### config.mk
export PLATFORM = sky130hd
export DESIGN_NAME = cpwm_deadband
export DESIGN_NICKNAME = d
export VERILOG_FILES = /design/src/rtl/cpwm_deadband.sv
export SDC_FILE = /design/constraint.sdc
export NUM_CORES = 1
export LEC_CHECK = 0
export BUFFER_PORTS_ARGS = -buffer_cell sky130_fd_sc_hd__buf_2
export CAP_MARGIN = 5
export CORE_UTILIZATION = 50
export DETAILED_ROUTE_END_ITERATION = 8
export PLACE_DENSITY = 0.71
export SYNTH_ARGS = -nofsm -noshare
export SYNTH_HDL_FRONTEND = slang
export SYNTH_SLANG_ARGS = --single-unit
### constraint.sdc
create_clock -name clk -period 4.1 [get_ports clk]
set_clock_uncertainty 0.2 [all_clocks]
set_input_delay 0.82 -clock clk [delete_from_list [all_inputs] [get_ports clk]]
set_output_delay 0.82 -clock clk [all_outputs]
set_load 0.01 [all_outputs]
### src/rtl/cpwm_deadband.sv
module cpwm_deadband #(
  parameter int CW  = 16,
  parameter int DTW = 8,
  parameter int NCH = 3
) (
  input  logic           clk,
  input  logic           rst_n,
  input  logic           wr_en,
  input  logic [2:0]     wr_addr,
  input  logic [CW-1:0]  wr_data,
  input  logic           brk_pin,
  output logic [NCH-1:0] pwm_hi,
  output logic [NCH-1:0] pwm_lo
);
  localparam logic [2:0] A_PER = 3'd0;
  localparam logic [2:0] A_DT  = 3'd4;
  localparam logic [2:0] A_CTL = 3'd5;
  localparam logic [2:0] A_MOE = 3'd6;
  localparam logic [2:0] A_LCK = 3'd7;

  logic [CW-1:0]  per, cnt;
  logic           cnt_up;
  logic [CW-1:0]  cmp [NCH];
  logic [DTW-1:0] dt;
  logic [DTW-1:0] dtc [NCH];
  logic           brk_pol, brk_en, moe, lock;
  logic [NCH-1:0] ref_c, ref_q, hi, lo;
  logic           brk_act;

  assign brk_act = brk_en & (brk_pin == brk_pol);

  always_ff @(posedge clk or negedge rst_n) begin
    if (!rst_n) begin
      per     <= '0;
      dt      <= '0;
      brk_pol <= 1'b0;
      brk_en  <= 1'b0;
      moe     <= 1'b0;
      lock    <= 1'b0;
      for (int i = 0; i < NCH; i++) cmp[i] <= '0;
    end else begin
      if (wr_en && wr_addr == A_PER) per <= wr_data;
      for (int i = 0; i < NCH; i++)
        if (wr_en && wr_addr == 3'(i + 1)) cmp[i] <= wr_data;
      if (wr_en && wr_addr == A_DT && !lock) dt <= wr_data[DTW-1:0];
      if (wr_en && wr_addr == A_CTL && !lock) begin
        brk_pol <= wr_data[0];
        brk_en  <= wr_data[1];
      end
      if (brk_act) moe <= 1'b0;
      else if (wr_en && wr_addr == A_MOE) moe <= wr_data[0];
      if (wr_en && wr_addr == A_LCK && wr_data[0]) lock <= 1'b1;
    end
  end

  always_ff @(posedge clk or negedge rst_n) begin
    if (!rst_n) begin
      cnt    <= '0;
      cnt_up <= 1'b1;
    end else if (per == '0) begin
      cnt    <= '0;
      cnt_up <= 1'b1;
    end else if (cnt_up) begin
      if (cnt >= per - 1'b1) cnt_up <= 1'b0;
      else cnt <= cnt + 1'b1;
    end else begin
      if (cnt == '0) cnt_up <= 1'b1;
      else cnt <= cnt - 1'b1;
    end
  end

  always_comb
    for (int i = 0; i < NCH; i++) ref_c[i] = cnt < cmp[i];

  always_ff @(posedge clk or negedge rst_n) begin
    if (!rst_n) begin
      ref_q <= '0;
      for (int i = 0; i < NCH; i++) dtc[i] <= '0;
    end else begin
      ref_q <= ref_c;
      for (int i = 0; i < NCH; i++)
        if (ref_c[i] != ref_q[i]) dtc[i] <= dt;
        else if (dtc[i] != '0) dtc[i] <= dtc[i] - 1'b1;
    end
  end

  always_comb
    for (int i = 0; i < NCH; i++) begin
      hi[i] = ref_q[i] & (dtc[i] == '0);
      lo[i] = ~ref_q[i] & (dtc[i] == '0);
    end

  assign pwm_hi = (moe & ~brk_act) ? hi : '0;
  assign pwm_lo = (moe & ~brk_act) ? lo : '0;

  assert_cnt_bound_R1: assert property (@(posedge clk) disable iff (!rst_n)
    (per != '0 && cnt < per && !(wr_en && wr_addr == A_PER)) |=> cnt < per);
  assert_lock_sticky_R10: assert property (@(posedge clk) disable iff (!rst_n)
    lock |=> lock);
  assert_dt_frozen_R10: assert property (@(posedge clk) disable iff (!rst_n)
    lock |=> $stable(dt) && $stable(brk_en) && $stable(brk_pol));
  assert_brk_clears_moe_R7: assert property (@(posedge clk) disable iff (!rst_n)
    brk_act |=> !moe);
  assert_moe_blocked_R8: assert property (@(posedge clk) disable iff (!rst_n)
    (brk_act && wr_en && wr_addr == A_MOE && wr_data[0]) |=> !moe);

  for (genvar g = 0; g < NCH; g++) begin : g_chk
    assert_guard_R3: assert property (@(posedge clk) disable iff (!rst_n)
      $rose(hi[g]) |-> ($past(!lo[g]) || $past(dt) == '0));
  end
endmodule

==> impl_metrics.ini, run 1 <==
[run_status]
status = finished, final reports clean

[clocking]
cts_root_buf = clkbuf_16
worstSkewPairLatency_ns = 0.42
cts_inserted_buffers = 17
htree_levels = 4
cts_tree = done
clkTransAtPathRegs_ns = 0.05
cts_hold_buf = 0
clock-sinks = 120
clockBufferDepth = 2

[logic_synthesis]
synth_compound_area_share_pct = 14.0
synth_cell_types = 59
synth_fa_ha_area_share_pct = 13.6
ys_top_cells_by_area = dfrtp_1 (40%), ha_1 (13%), mux2_2 (7.4%)
synth.largest_area_cell = dfrtp_1
netlist.area_leader.share_pct = 39.8
synthMuxAreaShare_pct = 9.29
synth-simple-area-share_pct = 13.8
yosysWarnings = 0
synth_xor_area_share_pct = 5.23
synth_area_per_cell_um2 = 10.1
synth_top_family_by_area = compound AO/OA/AOI/OAI gates
ys_seq_area_share_pct = 40.1
synthFlopType = dfrtp_1
async_flop_share_pct = 100
synth_edf_count = 0
syn_area_mm2 = 0.00748
netlist_instances = 738
ys_seq_elements = 120
syn-num-nets = 842

[setup_path]
cp.required_ns = 4.22
slowest_stage = or4_4
worstPathCellList = or4_4, nor4_4, nor3b_1, xnor2_1, ha_1, nand4_1, a2111oi_0, a21oi_1, nor3_2, buf_4, nand2_1, o31ai_1
cp.arrival_ns = 3.91
crit_fanout = 22
reg2reg_depth = 12
cp-start-kind = flop
max_stage_delay_ns = 0.60
crit_type = flop to flop
critPathCaptureType = flop

[pwr]
seq_power_share_pct = 32.2
p_sw_uw = 2520
p_sw_share_pct = 38.4
combPwrFrac_pct = 44.9
vdd_drop_max_mv = 0.366
p_leak_uw = 0.00378
power.density_mw_per_mm2 = 776
power.internal_uw = 4040
clkPwrFrac_pct = 22.9

[global_route]
grt_antenna_before_repair = 0
track_usage_pct = 23.1
grt_pass1_vias = 5737
grt_max_degree = 67
grt_overflow = 0
grt_pass1_wl_mm = 28.4

[job]
maxCapViolations = 0

[placed_design]
place_inst = 942
gp_congestion = 0.846
io_buffers = 28
hpwl_mm = 12.3

[final_layout]
syn_to_final_growth_pct = 13.1
final_common_cell = dfrtp_1
fin_cells = 973
layout.nets = 881
final_layout_size_suffix_gt1_share_pct = 17.5
final_cell_mix = dfrtp_1 (119), nand2_1 (82), ha_1 (80)
multiInputGateArea_mm2 = 0.00421
num_antenna_cells = 0
nFillCells = 1244
seq_area_mm2 = 0.00300

[routing]
wl_mm = 16.4
ant_nets = 0
drcViolationCount = 0
wl_per_cell_um = 16.9
dr_total_vias = 5529
drtIter0Drc = 272
vias_per_cell = 5.68
drt-pass1-iter-count = 4

[die]
num_rows = 44
start_util_pct = 51.3
core_mm2 = 0.0146
pin_count = 29
dieArea_mm2 = 0.0155
chipWidth_um = 124
die_y_um = 124

[sta]
hold_viol_final = 0
setup_viol = 0
fin_setup_tns_ns = 0
finalCritPeriodShare_pct = 92.5
slew-limit-headroom_pct = 31.2
finalMaxSlewViolations = 0
worstMarginPinSlew_ns = 1.03
fin_crit_ns = 3.79
rsz0062_at_grt = false
clock.fmax_mhz = 264

[worst_hold_path]
worstHoldPathType = primary input to asynchronous set/reset pin
[critical path, delay by kind of cell (launching register included)]
kind / cells / cell delay (ns)
DFF: 1 / 0.43
buffers and inverters: 1 / 0.34
adders and majority gates: 1 / 0.29
AOI/OAI and AO/OA: 3 / 0.69
and+or+nand+nor: 6 / 1.63
xor gates and xnor gates: 1 / 0.10
[cell type report]
cell class | count | area share (%)
Multi-Input combinational cell | 545 | 49.7
Sequential cell | 120 | 35.5
Clock buffer | 23 | 5.65
Tap cell | 184 | 2.72
Inverter | 58 | 2.57
Timing Repair Buffer | 35 | 2.45
Clock inverter | 8 | 1.42
[synth_stat cells (3+ instances only)]
library cell / number
nor3_2: 3
mux2_1: 11
xnor2_1: 27
o31ai_1: 9
ha_1: 80
nor3b_1: 6
nand4_1: 11
and3_1: 5
o21ai_0: 53
nand2b_1: 6
a21oi_1: 34
xor2_1: 14
a21boi_0: 3
a21o_1: 18
a211oi_1: 6
nor4_1: 9
a31oi_1: 3
o21ai_1: 3
nor2_1: 32
nor3_1: 15
mux2_2: 49
clkbuf_1: 11
or4_1: 3
nor2b_1: 6
nand3_1: 3
o21a_1: 3
inv_1: 58
dfrtp_1: 119
o31ai_2: 8
or3_1: 5
o211ai_1: 4
o2111ai_1: 3
nand2_1: 82
[final timing paths]
path | to | startpoint | slack, ns
setup / recovery | cnt[3] | per[7] | 0.31
hold / removal | cmp[21] | rst_n | 0.27
setup reg to reg | cnt[3] | per[7] | 0.31
hold reg to reg | moe | brk_en | 0.27
max in group asynchronous | per[15] | rst_n | 2.63
min in group clk | moe | brk_en | 0.27
[layer usage]
layer / GRT usage [%] / share of wire [%] / wire length, um / up-vias
met5: 0 / 0 / 0 / -
met4: 7.94 / 1.2 / 200 / 0
met3: 4.98 / 3.5 / 578 / 18
met2: 40.8 / 52 / 8540 / 82
met1: 27.7 / 43 / 7090 / 2711
li1: - / - / - / 2718
[power groups by stage]
stage | Combinational (uW) | Clock [uW] | Sequential (uW)
2_1_floorplan | 2360 | 0 | 1930
3_3_place_gp | 2780 | 0 | 2110
3_5_place_dp | 2940 | 0 | 2130
4_1_cts | 2970 | 1530 | 2120
5_1_grt | 3380 | 1580 | 2180
6_report | 2950 | 1500 | 2110
[flip-flops by register name (all words and copies together), names as in the netlist]
name and cells:
moe 1, lock 1, brk_en 1, cnt 16, per 16, brk_pol 1
ref_q 3, cnt_up 1, cmp 48, dtc 24, dt 8
[what timing repair did]
item                       in CTS  in global routing
setup endpoints to repair       0                 11
buffers inserted                0                  0
resized for setup               0                  1
[cell families after synthesis]
group           count (synthesis)
compound gates                158
xor+xnor                       43
fa+ha+maj                      81
buf+inv                        73
flops                         120
mux                            62
simple gates                  201
[per-stage QoR]
stage                     setup slack (ns)  hold WS (ns)  power, uW  cell area, um^2  utilization [%]
after floorplan                      0.578         0.232       4290             7480                -
after global placement               0.334         0.247       4890             7860             53.9
after detailed placement             0.218         0.270       5070             7860             53.9
after CTS                            0.215         0.276       6620             8460             58.0
after global routing               0.00750         0.308       7140             8460             58.0
final                                0.308         0.268       6570             8460             58.0
(Power assumes the default switching activity.)
==> run 2: changes to the inputs <==
==> constraint.sdc (replaced) <==
create_clock -name clk -period 4.1 [get_ports clk]
set_clock_uncertainty 0.2 [all_clocks]
set_input_delay 0.82 -clock clk [delete_from_list [all_inputs] [get_ports clk]]
set_output_delay 0.82 -clock clk [all_outputs]
set_load 0.1 [all_outputs]
==> impl_metrics.ini, run 2 (synthesis gave the netlist of run 1 again) <==
[run_status]
status = finished, final reports clean

[die]
pin_count = 29
dieArea_mm2 = 0.0155
die_y_um = 124
chipWidth_um = 124
core_mm2 = 0.0146
start_util_pct = 51.3
num_rows = 44

[clocking]
post_cts_buffers = 0
post_cts_resized = 0
worstSkewPairLatency_ns = 0.42
cts_tree = done
htree_levels = 4
clockBufferDepth = 2
cts_inserted_buffers = 17
cts_hold_buf = 0
clock-sinks = 120
clkTransAtPathRegs_ns = 0.05
cts_root_buf = clkbuf_16

[final_layout]
fin_cells = 975
largest_reg_flops = 48
final_area_mm2 = 0.00846
nFillCells = 1206
syn_to_final_growth_pct = 13.1
largest-register = cmp
reg_top3 = cmp (48), dtc (24)
final_layout_size_suffix_gt1_share_pct = 17.7
num_antenna_cells = 0
layout.nets = 883
final_common_cell = dfrtp_1
final_cell_mix = dfrtp_1 (119), nand2_1 (82), ha_1 (80)

[sta]
slew-limit-headroom_pct = 32.0
hold_viol_final = 0
rsz0062_at_grt = false
worstMarginPinSlew_ns = 1.02
clock.fmax_mhz = 267
hold_ws_ns = 0.267
fin_crit_ns = 3.75
setup_viol = 0
fin_setup_tns_ns = 0
finalCritPeriodShare_pct = 91.5
finalMaxSlewViolations = 0

[pwr]
vdd_drop_max_mv = 0.325
power_uw = 6530
p_leak_uw = 0.00379
power.density_mw_per_mm2 = 772

[global_route]
track_usage_pct = 22.6
grt_pass1_wl_mm = 27.9
grt_max_degree = 67
top_usage_layer = met2
grt_overflow = 0
grtUsageMet1_pct = 28.0
use_met3_pct = 4.30
grt_pass1_vias = 5744
grt_antenna_before_repair = 0
met2_usage_pct = 39.6

[routing]
vias_per_cell = 5.59
drt-pass1-iter-count = 6
ant_nets = 0
wl_mm = 16.1
wl_per_cell_um = 16.5
drtIter0Drc = 254
drcViolationCount = 0
dr_total_vias = 5453

[worst_hold_path]
worstHoldPathType = primary input to asynchronous set/reset pin

[setup_path]
cp-start-kind = flop
max_stage_delay_ns = 0.43
cp.arrival_ns = 3.87
critPathCaptureType = flop
worstPathCellList = nor4_1, nor2b_1, nand2_1, nor4_1, xnor2_1, ha_1, nand4_1, a2111oi_0, a21oi_1, nor3_2, buf_6, nand2_1, o31ai_2
slowest_stage = dfrtp_1
crit_type = flop to flop
crit_fanout = 22
cp.required_ns = 4.22

[placed_design]
place_inst = 944
placed_cell_area_mm2 = 0.00788
hpwl_mm = 12.2
gp_congestion = 0.842
io_buffers = 28

[job]
maxCapViolations = 0
==> run 2: cell types whose count changed in the layout (fill, tap and decap cells not counted) <==
| cell | change |
|---|---|
| clkinv_2 | +1 |
| nor4_1 | +1 |
| nor4_2 | -1 |
| clkbuf_8 | +1 |
| buf_4 | +1 |
| buf_6 | +1 |
| clkbuf_1 | -1 |
| bufinv_16 | -1 |
==> run 2: worst paths after layout <==
kind	to	slack, ns	startpoint	cells after the start
max	cnt[7]	0.35	per[2]	13
min	cmp[36]	0.27	rst_n	1
max reg2reg	cnt[7]	0.35	per[2]	13
min reg2reg	moe	0.27	brk_en	1
max in group asynchronous	per[14]	2.64	rst_n	2
min in group clk	moe	0.27	brk_en	1
==> run 2: worst max-delay path, delay by kind of cell, from the launching register on <==
| family | cells | cell delay (ns) |
|---|---|---|
| buffers and inverters | 1 | 0.27 |
| XOR/XNOR | 1 | 0.12 |
| AND/OR/NAND/NOR | 7 | 1.69 |
| adder cells (fa/ha/maj) | 1 | 0.30 |
| AO/OA/AOI/OAI | 3 | 0.66 |
| flip-flops | 1 | 0.43 |
==> run 2: layout make-up <==
cell class | count | area [um^2] | share of cell area (%)
multi-input cells | 545 | 4200 | 49.6
flip-flops and latches | 120 | 3000 | 35.5
clock buffers | 23 | 488 | 5.77
well taps | 184 | 230 | 2.72
repair buffers | 37 | 226 | 2.68
inverters | 58 | 218 | 2.57
clock inverters | 8 | 95.1 | 1.12
==> run 2: layer usage <==
layer | vias to the layer above | part of all wire [%]
met1 | 2651 | 45
met2 | 62 | 51
met3 | 25 | 2.5
li1 | 2715 | -
met4 | 0 | 1.6
met5 | - | 0
==> run 2: stage by stage <==
step | worst slack, ns | utilization [%]
floorplan | 0.262 | -
global placement | 0.335 | 54.0
detailed placement | 0.294 | 54.0
CTS | 0.243 | 58.0
global route | 0.0533 | 58.0
finish | 0.349 | 58.0
==> run 2: report_power, final <==
| group | leakage [uW] | switching (uW) | internal, uW | total [uW] |
|---|---|---|---|---|
| registers | 0.00144 | 507 | 1600 | 2110 |
| logic | 0.00206 | 1520 | 1450 | 2970 |
| clock network | 0.000285 | 506 | 949 | 1460 |
| total | 0.00379 | 2530 | 4000 | 6530 |
==> run 3: changes to the inputs <==
--- a/config.mk
+++ b/config.mk
@@ -7,9 +7,11 @@
 export LEC_CHECK = 0
 export BUFFER_PORTS_ARGS = -buffer_cell sky130_fd_sc_hd__buf_2
 export CAP_MARGIN = 5
+export CELL_PAD_IN_SITES_DETAIL_PLACEMENT = 0
+export CELL_PAD_IN_SITES_GLOBAL_PLACEMENT = 1
 export CORE_UTILIZATION = 50
 export DETAILED_ROUTE_END_ITERATION = 8
-export PLACE_DENSITY = 0.71
+export PLACE_DENSITY = 0.85
 export SYNTH_ARGS = -nofsm -noshare
 export SYNTH_HDL_FRONTEND = slang
 export SYNTH_SLANG_ARGS = --single-unit
==> constraint.sdc (replaced) <==
create_clock -name clk -period 3.6 [get_ports clk]
set_clock_uncertainty 0.2 [all_clocks]
set_input_delay 0.72 -clock clk [delete_from_list [all_inputs] [get_ports clk]]
set_output_delay 0.72 -clock clk [all_outputs]
set_load 0.1 [all_outputs]
==> impl_metrics.ini, run 3 (synthesis gave the netlist of run 1 again) <==
[run_status]
status = finished, final reports clean

[routing]
drcViolationCount = 0
drtIter0Drc = 319
ant_nets = 0
top_layer = met4
drt-pass1-iter-count = 5
drt-met1-wl_mm = 7.60
vias_per_cell = 5.74
wl_per_cell_um = 17.6
dr_wl_met3_um = 608
wl_mm = 17.3
wl_met2_mm = 8.83
dr_total_vias = 5656

[clocking]
post_cts_buffers = 0
clkTransAtPathRegs_ns = 0.05
worstSkewPairLatency_ns = 0.42
htree_levels = 4
cts_inserted_buffers = 17
cts_root_buf = clkbuf_16
clock-sinks = 120
clockBufferDepth = 2
cts_tree = done

[pwr]
p_sw_uw = 3000
p_sw_share_pct = 39.5
power.internal_uw = 4600
combPwrFrac_pct = 46.2
p_leak_uw = 0.00384
power.density_mw_per_mm2 = 884
clkPwrFrac_pct = 22.1
vdd_drop_max_mv = 0.416
seq_power_share_pct = 31.7

[sta]
clock.fmax_mhz = 288
setup_viol = 0
slew-limit-headroom_pct = 52.9
hold_ws_ns = 0.0269
hold_viol_final = 0
fin_crit_ns = 3.47
fin_ws_ns = 0.131
finalMaxSlewViolations = 0
worstMarginPinSlew_ns = 0.707
finalCritPeriodShare_pct = 96.4

[global_route]
track_usage_pct = 23.8
grt_max_degree = 61
grt_pass1_vias = 5925
grt_antenna_before_repair = 0
grt_overflow = 0
grt_pass1_wl_mm = 29.2

[die]
die_y_um = 124
chipWidth_um = 124
start_util_pct = 51.3
core_mm2 = 0.0146
num_rows = 44
pin_count = 29
dieArea_mm2 = 0.0155

[setup_path]
crit_type = flop to flop
crit_buf_inv = 1
worstPathCellList = nor4_2, nor2b_4, nand2_2, nor4_2, xnor2_1, ha_1, nand4_1, a2111oi_4, a21oi_2, nor3_4, buf_4, nand2_1, o31ai_2
slowest_stage = dfrtp_1
crit_fanout = 9
path_common_cell = nor4_2
cp.required_ns = 3.72
cp.arrival_ns = 3.59
critPathTopFamily = simple AND/OR/NAND/NOR gates
max_stage_delay_ns = 0.44
critPathCaptureType = flop
cp-start-kind = flop

[final_layout]
syn_to_final_growth_pct = 14.9
reg_top3 = cmp (48), dtc (24)
largest_reg_flops = 48
layout.nets = 892
fin_util_pct = 59.0
final_cell_mix = dfrtp_1 (119), nand2_1 (81), ha_1 (80)
num_antenna_cells = 0
fin_cells = 985
final_layout_size_suffix_gt1_share_pct = 19.7
largest-register = cmp
final_common_cell = dfrtp_1

[job]
maxCapViolations = 0

[placed_design]
place_inst = 953
gp_congestion = 0.878
io_buffers = 28
hpwl_mm = 12.8
place_ws_ns = -0.0556

[worst_hold_path]
worstHoldPathType = primary input to asynchronous set/reset pin
[run 3: path summary, 6_finish.rpt]
| path | start | cells after the start | slack (ns) | endpoint |
|---|---|---|---|---|
| worst max-delay path | per[3] | 13 | 0.13 | cnt[10] |
| worst min-delay path | rst_n | 1 | 0.03 | cmp[23] |
| worst max register to register | per[3] | 13 | 0.13 | cnt[10] |
| worst min register to register | brk_en | 1 | 0.28 | moe |
| max in group asynchronous | rst_n | 2 | 2.37 | cmp[25] |
| min in group clk | brk_en | 1 | 0.28 | moe |
[run 3: area by class of cell]
type | instances | area (um^2)
timing repair buffer | 46 | 294
inverter | 58 | 218
sequential | 120 | 3000
fill | 1239 | 5990
clock buffer | 25 | 495
clock inverter | 7 | 91.3
tap | 184 | 230
multi-input combinational | 545 | 4270
[run 3: what timing repair did]
action	4_1_cts	5_1_grt
pin swaps	0	1
cloned	0	0
endpoints found under the setup margin	15	16
hold buffers	0	0
gates resized for setup	4	9
[run 3: power groups by stage]
stage	sequential (uW)	clock [uW]	combinational [uW]
floorplan	2200	0	2690
global placement	2400	0	3270
detailed placement	2420	0	3440
CTS	2400	1710	3490
global route	2470	1780	3970
finish	2410	1680	3520
[run 3: through the flow]
stage	total power, uW	setup TNS, ns	instance area [um^2]
4_1_cts	7600	0	8550
6_report	7610	0	8600
3_3_place_gp	5660	0	7950
2_1_floorplan	4890	0	7490
5_1_grt	8220	-0.376	8600
3_5_place_dp	5860	-0.417	7950
[run 3: layer usage]
| layer | track usage [%] | vias to the layer above |
|---|---|---|
| li1 | - | 2731 |
| met1 | 28.8 | 2796 |
| met2 | 41.7 | 100 |
| met3 | 5.54 | 29 |
| met4 | 7.30 | 0 |
| met5 | 0 | - |
